==> src/rtl/cgt_pkg.sv <==
package cgt_pkg;
  localparam int unsigned CNT_W = 16;
  localparam int unsigned CFG_W = 8;
  localparam int unsigned CFG_SRC_BIT  = 1;
  localparam int unsigned CFG_SYNC_BIT = 0;

  typedef struct packed {
    logic src_pin;
    logic sync_en;
  } cgt_cfg_t;
endpackage

==> src/rtl/cgt_cfg_reg.sv <==
module cgt_cfg_reg
  import cgt_pkg::*;
#(
  parameter int unsigned W = CFG_W
) (
  input  logic         clk,
  input  logic         rst_n,
  input  logic         we,
  input  logic [W-1:0] wdata,
  output cgt_cfg_t     cfg,
  output logic [W-1:0] rdata
);
  cgt_cfg_t cfg_q, cfg_d;
  logic unused_wbits;

  assign unused_wbits = ^{wdata[W-1:CFG_SRC_BIT+1]};

  always_comb begin
    cfg_d = cfg_q;
    if (we) begin
      cfg_d.src_pin = wdata[CFG_SRC_BIT];
      cfg_d.sync_en = wdata[CFG_SYNC_BIT];
    end
  end

  always_ff @(posedge clk or negedge rst_n) begin
    if (!rst_n) begin
      cfg_q.src_pin <= 1'b1;
      cfg_q.sync_en <= 1'b0;
    end else begin
      cfg_q <= cfg_d;
    end
  end

  always_comb begin
    rdata = '0;
    rdata[CFG_SRC_BIT]  = cfg_q.src_pin;
    rdata[CFG_SYNC_BIT] = cfg_q.sync_en;
  end

  assign cfg = cfg_q;
endmodule

==> src/rtl/cgt_cmp_cond.sv <==
module cgt_cmp_cond (
  input  logic clk,
  input  logic rst_n,
  input  logic fall_stb,
  input  logic raw,
  input  logic inv,
  input  logic sync_en,
  output logic pol,
  output logic sync_q,
  output logic gate
);
  logic sync_d;

  assign pol = raw ^ inv;

  always_comb begin
    sync_d = sync_q;
    if (fall_stb) sync_d = pol;
  end

  always_ff @(posedge clk or negedge rst_n) begin
    if (!rst_n) sync_q <= 1'b0;
    else        sync_q <= sync_d;
  end

  assign gate = sync_en ? sync_q : pol;
endmodule

==> src/rtl/cgt_counter.sv <==
module cgt_counter
  import cgt_pkg::*;
#(
  parameter int unsigned W = CNT_W
) (
  input  logic         clk,
  input  logic         rst_n,
  input  logic         inc,
  input  logic         clr_ovf,
  output logic [W-1:0] count,
  output logic         ovf
);
  localparam logic [W-1:0] MAXV = {W{1'b1}};

  logic [W-1:0] cnt_q, cnt_d;
  logic         ovf_q, ovf_d;
  logic         wrap;

  always_comb begin
    cnt_d = cnt_q;
    wrap  = 1'b0;
    if (inc) begin
      cnt_d = cnt_q + W'(1);
      wrap  = (cnt_q == MAXV);
    end
    ovf_d = ovf_q;
    if (clr_ovf) ovf_d = 1'b0;
    if (wrap)    ovf_d = 1'b1;
  end

  always_ff @(posedge clk or negedge rst_n) begin
    if (!rst_n) begin
      cnt_q <= '0;
      ovf_q <= 1'b0;
    end else begin
      cnt_q <= cnt_d;
      ovf_q <= ovf_d;
    end
  end

  assign count = cnt_q;
  assign ovf   = ovf_q;
endmodule

==> src/rtl/cmp_gated_timer.sv <==
module cmp_gated_timer
  import cgt_pkg::*;
#(
  parameter int unsigned TW = CNT_W,
  parameter int unsigned CW = CFG_W
) (
  input  logic          clk,
  input  logic          rst_n,
  input  logic          tmr_rise,
  input  logic          tmr_fall,
  input  logic          tmr_en,
  input  logic          cmp_raw,
  input  logic          cmp_inv,
  input  logic          gate_pin,
  input  logic          pin_oe,
  input  logic          cfg_we,
  input  logic [CW-1:0] cfg_wdata,
  input  logic          ovf_clr,
  output logic [CW-1:0] cfg_rdata,
  output logic [TW-1:0] count,
  output logic          ovf,
  output logic          cmp_out,
  output logic          pin_val,
  output logic          pin_drive
);
  logic [1:0] rst_sync_q;
  logic       rst_int_n;
  cgt_cfg_t   cfg;
  logic       cmp_pol, cmp_sync_q, cmp_gate;
  logic       gate_sel, inc_en;

  always_ff @(posedge clk or negedge rst_n) begin
    if (!rst_n) rst_sync_q <= 2'b00;
    else        rst_sync_q <= {rst_sync_q[0], 1'b1};
  end
  assign rst_int_n = rst_sync_q[1];

  cgt_cfg_reg #(.W(CW)) u_cfg (
    .clk   (clk),
    .rst_n (rst_int_n),
    .we    (cfg_we),
    .wdata (cfg_wdata),
    .cfg   (cfg),
    .rdata (cfg_rdata)
  );

  cgt_cmp_cond u_cond (
    .clk      (clk),
    .rst_n    (rst_int_n),
    .fall_stb (tmr_fall),
    .raw      (cmp_raw),
    .inv      (cmp_inv),
    .sync_en  (cfg.sync_en),
    .pol      (cmp_pol),
    .sync_q   (cmp_sync_q),
    .gate     (cmp_gate)
  );

  assign gate_sel = cfg.src_pin ? gate_pin : cmp_gate;
  assign inc_en   = tmr_rise & tmr_en & gate_sel;

  cgt_counter #(.W(TW)) u_cnt (
    .clk     (clk),
    .rst_n   (rst_int_n),
    .inc     (inc_en),
    .clr_ovf (ovf_clr),
    .count   (count),
    .ovf     (ovf)
  );

  assign cmp_out   = cmp_pol;
  assign pin_val   = cmp_pol;
  assign pin_drive = pin_oe;
endmodule

==> config.mk <==
export PLATFORM = sky130hd
export DESIGN_NAME = cmp_gated_timer
export DESIGN_NICKNAME = d
export VERILOG_FILES = /design/src/rtl/cgt_pkg.sv /design/src/rtl/cgt_cfg_reg.sv /design/src/rtl/cgt_cmp_cond.sv /design/src/rtl/cgt_counter.sv /design/src/rtl/cmp_gated_timer.sv
export SDC_FILE = /design/constraint.sdc
export NUM_CORES = 1
export LEC_CHECK = 0
export BUFFER_PORTS_ARGS = -buffer_cell sky130_fd_sc_hd__clkbuf_2
export CAP_MARGIN = 5
export CORE_AREA = 2 2 50 52
export DETAILED_ROUTE_END_ITERATION = 7
export DIE_AREA = 0 0 52 54
export PLACE_DENSITY_LB_ADDON = 0.05
export SKIP_CTS_REPAIR_TIMING = 1
export SYNTH_ARGS = -nofsm -noshare
export SYNTH_HDL_FRONTEND = slang
export SYNTH_SLANG_ARGS = --single-unit
==> constraint.sdc <==
create_clock -name clk -period 1.8 [get_ports clk]
set_clock_uncertainty 0.1 [all_clocks]
set_input_delay 0.09 -clock clk [delete_from_list [all_inputs] [get_ports clk]]
set_output_delay 0.09 -clock clk [all_outputs]
set_load 0.01 [all_outputs]
==> results.txt, run 1 <==
ys async rst share: 1.000
Yosys warnings: 0
Req. time, crit path: 1890 ps
CP max stage delay: 570 ps
power share of the sequential group: 0.550
Clk pwr share: 0.223
largest net degree at the start of global routing: 13
Final Util: 0.5636
vias in the first global route: 690
DR iter-0 viols: 2
P_int: 0.8170 mW
slowest library cell on the worst path: dfstp_2
number of flops mapped to enable cells by yosys: 0
drc violations: 0
Net Sw Frac: 0.2958
CTS tree: done
first-pass GRT wire length: 2801 um
fin crit period: 1685 ps
number of port buffers: 32
peak fanout along the critical path: 9
crit path DAT: 1770 ps
f_max: 593.5 MHz
synthesized area per cell: 11.68 sq um
remaining antenna violation count after routing: 0
fin crit share: 0.9360
IO Pins: 47
Synth cell types: 24
Die Y: 54 um
area added between synthesis and finish: 25.75%
WL/cell: 10.50 um
drt pass-1 iters: 3
total gr overflow: 0
pwr dens: 887.3 nW/um^2
Psw: 0.3431 mW
crit path buf inv count: 0
Nets: 150
Final Hold Viols: 0
Die X: 52 um
RSZ-0062 raised after global routing: no
WL final: 1670 um
min-delay worst type: reg -> async
vias per cell: 4.440
core box area: 2320 sq um
Crit path depth: 4
antenna cells: 0
Comb power frac: 0.228
Syn Inst Count: 89
Clock Tree Root: clkbuf_4
# rows: 18
Post-Synthesis Cell Area: 1040 sq um
via count: 706
layout cells sized above 1: 0.3566
Num CTS Buffers: 3
starting density of the core: 0.4482
maximum VDD drop: 0.5905 mV
Crit. End Element: flop
Max Cap Viol: 0
Final setup violation count: 0
sequential share of the synthesized area: 0.5307
status: finished, final reports clean
Reg clk slew, reported paths: 110 ps
Clock Latency Late Sink: 290 ps
Sink Count: 22
initial antenna violation count: 0
ys flop type: dfrtp_1
Final Wtd Congestion: 0.7245
die area: 2808 sq um
Worst setup SP type: flop
Detailed Place HPWL: 1308 um
Leak: 0.6193 nW
crit path kind: reg -> reg
H-tree levels: 1
Max clock buf depth: 2
GRT Overall Usage: 0.1348
Top delay family on crit path: flip-flops
fin. max-slew vios: 0
setup_tns: 0 ps
cells along the critical path: or3b_1, o2111ai_4, nor2_4, mux2_4
FF-to-FF path depth: 4
post-synthesis register bit count: 22
[cell families (layout without fill, tap and decap cells)]
logic type      count (synthesis)  in the layout  share of synthesized area
fa+ha+maj                       1              1                    0.01203
simple gates                   31             31                     0.1709
other cells                     2              7                   0.007223
compound gates                  3              3                    0.03610
mux                             3              3                    0.03610
xor+xnor                       16             16                     0.1348
flops                          22             22                     0.5307
buf+inv                        11             46                    0.07220
[sequential cells by signal, indices dropped and copies added, names as in the netlist]
name and flops:
u_cnt.count 16, rst_sync_q 2, u_cfg.cfg 2, u_cnt.ovf 1
u_cond.sync_q 1
[power groups by stage]
stage / sequential [mW] / combinational, mW / clock (mW)
2_1_floorplan: 0.665 / 0.144 / 0
3_3_place_gp: 0.647 / 0.252 / 0
3_5_place_dp: 0.648 / 0.256 / 0
4_1_cts: 0.640 / 0.255 / 0.271
5_1_grt: 0.652 / 0.296 / 0.297
6_report: 0.638 / 0.264 / 0.258
[through the flow]
step / cells / setup slack [ps] / instance area (sq um) / hold slack, ps / power [mW]
floorplan: 94 / 155.9 / 1059 / -305.6 / 0.8098
global placement: 148 / 92.75 / 1196 / -224.0 / 0.8993
detailed placement: 148 / 101.1 / 1196 / -223.3 / 0.9033
CTS: 152 / 76.61 / 1232 / -553.5 / 1.167
global route: 159 / 22.85 / 1308 / 80.11 / 1.245
finish: 159 / 115.2 / 1308 / 60.31 / 1.160
[synthesized netlist by cell type (all sizes together) (2+ instances only)]
library cell / n / area, sq um
nand2: 8 / 30.03
inv: 2 / 7.510
buf: 9 / 67.56
and3: 2 / 12.51
dfrtp: 21 / 525.5
nor3: 3 / 31.28
xnor2: 13 / 113.9
conb: 2 / 7.510
nand3: 7 / 35.03
nor2: 4 / 22.52
xor2: 3 / 26.28
mux2: 3 / 37.53
nand4: 5 / 31.28
[cell usage in the layout, fill, tap and decap left out, types with 2 or more instances in the layout]
| master | count |
|---|---|
| clkbuf_2 | 32 |
| dfrtp_1 | 21 |
| xnor2_1 | 13 |
| nand2_1 | 8 |
| conb_1 | 7 |
| dlygate4sd3_1 | 7 |
| nand3_1 | 6 |
| nand4_1 | 5 |
| xor2_1 | 3 |
| nor2_1 | 3 |
| clkbuf_4 | 3 |
| inv_1 | 2 |
| and3_1 | 2 |
| mux2_2 | 2 |
[layer usage]
layer	GRT usage	wire length, um	vias up
met3	0.03056	87	2
met5	0	0	-
met4	0.06140	12	0
met2	0.2257	811	19
met1	0.1658	757	325
li1	-	-	360
[worst paths after layout]
| kind | startpoint | to | slack (ps) |
|---|---|---|---|
| worst min-delay path | rst_sync_q[1] | u_cnt.count[4] | 60 |
| min in group clk | pin_oe | pin_drive | 80 |
| worst max-delay path | u_cfg.cfg[1] | u_cnt.count[1] | 120 |
| max in group asynchronous | rst_n | rst_sync_q[1] | 950 |
| worst min register to register | rst_sync_q[1] | u_cnt.count[4] | 60 |
| worst max register to register | u_cfg.cfg[1] | u_cnt.count[1] | 120 |
[layout make-up]
type / instances / area [sq um]
multi-input cells: 61 / 436.7
clock buffers: 4 / 36.28
fillers: 215 / 1012
flip-flops and latches: 22 / 551.8
well taps: 30 / 37.54
inverters: 2 / 7.507
repair buffers: 40 / 237.7
[worst reg2reg max path: cells and delay by family (launching register included)]
family | cells | cell delay (ps)
multiplexers | 1 | 320
AND/OR/NAND/NOR | 2 | 420
flip-flops | 1 | 570
AO/OA/AOI/OAI | 1 | 180
Power figures use the tool's default switching activity.
==> run 2: changes to the inputs <==
--- a/config.mk
+++ b/config.mk
@@ -14,4 +14,5 @@
 export SKIP_CTS_REPAIR_TIMING = 1
 export SYNTH_ARGS = -nofsm -noshare
 export SYNTH_HDL_FRONTEND = slang
+export SYNTH_HIERARCHICAL = 1
 export SYNTH_SLANG_ARGS = --single-unit
==> results.txt, run 2 <==
number of port buffers: 32 (unchanged)
top-count cell post-synth: dfrtp_1
# rows: 18 (unchanged)
post-synthesis register bit count: 22 (unchanged)
Leak: 0.7670 nW (+24%)
initial antenna violation count: 0 (unchanged)
Final Util: 0.6133 (+0.04962)
Nets: 153 (+2.0%)
fraction of the mapped netlist area in adder cells: 0.01140 (-0.0006312)
status: finished, final reports clean
CTS tree: done
leading area contributor after synthesis: dfrtp_1
drt pass-1 iters: 4 (+1)
Clock Latency Late Sink: 300 ps (about the same)
IO Pins: 47 (unchanged)
core box area: 2320 sq um (unchanged)
most common cell after layout, fill and taps aside: clkbuf_2
fin. max-slew vios: 0 (unchanged)
starting density of the core: 0.4730 (+0.02481)
vias in the first global route: 671 (-2.8%)
fin crit share: 0.9875 (+0.05150)
WL final: 1881 um (+13%)
die area: 2808 sq um (unchanged)
fin crit period: 1778 ps (+92.70 ps)
Crit. End Element: flop
vias per cell: 4.568 (+2.9%)
H-tree levels: 1 (unchanged)
pwr dens: 833.9 nW/um^2 (-6.0%)
peak fanout along the critical path: 5 (-4)
setup_tns: 0 ps (unchanged)
total gr overflow: 0 (unchanged)
top post-synthesis cells by area: dfrtp_1 (48%), xor2_1 (8.8%), buf_4 (6.8%)
Synth cell types: 21 (-13%)
Final setup violation count: 0 (unchanged)
Die Y: 54 um (unchanged)
layout cells sized above 1: 0.4318 (+0.07523)
RSZ-0062 raised after global routing: yes
proportion of synthesized area in mux cells: 0.06043 (+0.02433)
Worst setup SP type: flop
area added between synthesis and finish: 29.65%
most frequent cells after synthesis: dfrtp_1 (21), xor2_1 (11), buf_4 (10)
min-delay worst type: in -> out
GRT Overall Usage: 0.1480 (+0.01319)
antenna cells: 0 (unchanged)
Yosys warnings: 6 (+6)
DR iter-0 viols: 7 (+5)
Post-Synthesis Cell Area: 1097 sq um (+5.5%)
post-synthesis xor/xnor area fraction: 0.1277 (-0.007069)
crit path kind: reg -> reg
crit path DAT: 1910 ps (+140 ps)
Placement Cell Area: 1271 sq um (+6.3%)
Num CTS Buffers: 3 (unchanged)
Sink Count: 22 (unchanged)
compound-cell area share of the yosys netlist: 0.009122 (-0.02698)
simple-gate portion of the synthesized area: 0.2030 (+0.03209)
Final Hold Viols: 0 (unchanged)
Die X: 52 um (unchanged)
main combinational cell family by area after synthesis: simple AND/OR/NAND/NOR gates
reg2reg setup slack: 20 ps (-90 ps)
Detailed Place HPWL: 1335 um (+2.1%)
Non-Filler Cell Area, Final: 1423 sq um (+8.8%)
remaining antenna violation count after routing: 0 (unchanged)
commonest cells after routing, fill and taps aside: clkbuf_2 (32), dfrtp_1 (21), xor2_1 (11), dlygate4sd3_1 (8), conb_1 (7)
Max clock buf depth: 2 (unchanged)
Largest register FFs: 16 (unchanged)
first-pass GRT wire length: 2960 um (+5.7%)
Final Wtd Congestion: 0.6856 (-5.4%)
Syn Inst Count: 87 (-2.2%)
maximum VDD drop: 0.5945 mV (+0.67%)
Max Cap Viol: 0 (unchanged)
Clock Tree Root: clkbuf_4
via count: 740 (+4.8%)
number of flops mapped to enable cells by yosys: 0 (unchanged)
drc violations: 0 (unchanged)
Reg clk slew, reported paths: 120 ps (about the same)
sequential share of the synthesized area: 0.5029 (-0.02784)
top cell type's share of synthesized area: 0.4789 (-0.02651)
f_max: 562.6 MHz (-5.2%)
largest net degree at the start of global routing: 21 (+8)
WL/cell: 11.61 um (+11%)
ys async rst share: 1.000 (unchanged)
Req. time, crit path: 1930 ps (+40 ps)
ys flop type: dfrtp_1
synthesized area per cell: 12.61 sq um (+8.0%)
[run 2: cell types whose count changed in the layout (fill, tap and decap cells not counted), moves of 2 or more]
cell     before  now
mux2_2        2    4
nand4_4       0    2
nand3_1       6    3
nor3_1        1    4
nor4_4        0    4
nand4_1       5    2
xor2_1        3   11
buf_4         1    6
xnor2_1      13    5
nand2_1       8    5
and3_1        2    0
[run 2: power by group]
| group | total (mW) | internal (mW) | leakage, nW | switching, mW |
|---|---|---|---|---|
| sequential | 0.660 | 0.554 | 0.277 | 0.105 |
| combinational | 0.258 | 0.136 | 0.469 | 0.123 |
| clock | 0.268 | 0.123 | 0.0210 | 0.145 |
[run 2: cells by family (layout without fill, tap and decap cells)]
group / after synthesis / after routing
simple gates: 26 / 26
flops: 22 / 22
xor+xnor: 16 / 16
buf+inv: 13 / 53
mux: 6 / 6
other cells: 2 / 7
fa+ha+maj: 1 / 1
compound gates: 1 / 1
[run 2: area by class of cell]
cell class	count	area, sq um
timing repair buffer	46	285.3
inverter	3	11.26
clock buffer	4	36.28
multi-input combinational	57	500.5
sequential	22	551.8
tap	30	37.54
fill	206	897.1
[run 2: per-layer routing]
layer | up-vias | global-route usage | part of all wire
li1 | 368 | - | -
met1 | 354 | 0.1728 | 0.44
met2 | 16 | 0.2532 | 0.51
met3 | 2 | 0.03333 | 0.036
met4 | 0 | 0.07895 | 0.0064
met5 | - | 0 | 0
[run 2: metrics by stage]
stage | total power, mW | std cells | hold slack (ps) | setup WS [ps]
after detailed placement | 0.8997 | 148 | -221.0 | -55.14
after CTS | 1.172 | 152 | -570.3 | -39.17
final | 1.186 | 162 | 80.02 | 22.50
after global placement | 0.8904 | 148 | -225.0 | -33.21
after floorplan | 0.8087 | 92 | -305.6 | 9.851
after global routing | 1.267 | 162 | 80.08 | -56.73
[run 2: path summary, 6_finish.rpt]
kind	start	to	depth (start not counted)
worst max-delay path	u_cfg/cfg[0]	u_cnt/count[15]	7
worst min-delay path	pin_oe	pin_drive	0
worst max register to register	u_cfg/cfg[0]	u_cnt/count[15]	7
worst min register to register	rst_sync_q[1]	u_cnt/count[12]	1
max in group asynchronous	rst_n	rst_sync_q[1]	3
min in group asynchronous	rst_sync_q[1]	u_cnt/count[12]	1
[run 2: critical path, cell delays in order, from the launching register on]
cell and delay, ps:
dfrtp_1 420, mux2_4 200, mux2i_1 70, nor2_2 250, nand4_4 180, buf_4 190, nor4_4 140, xor2_1 170
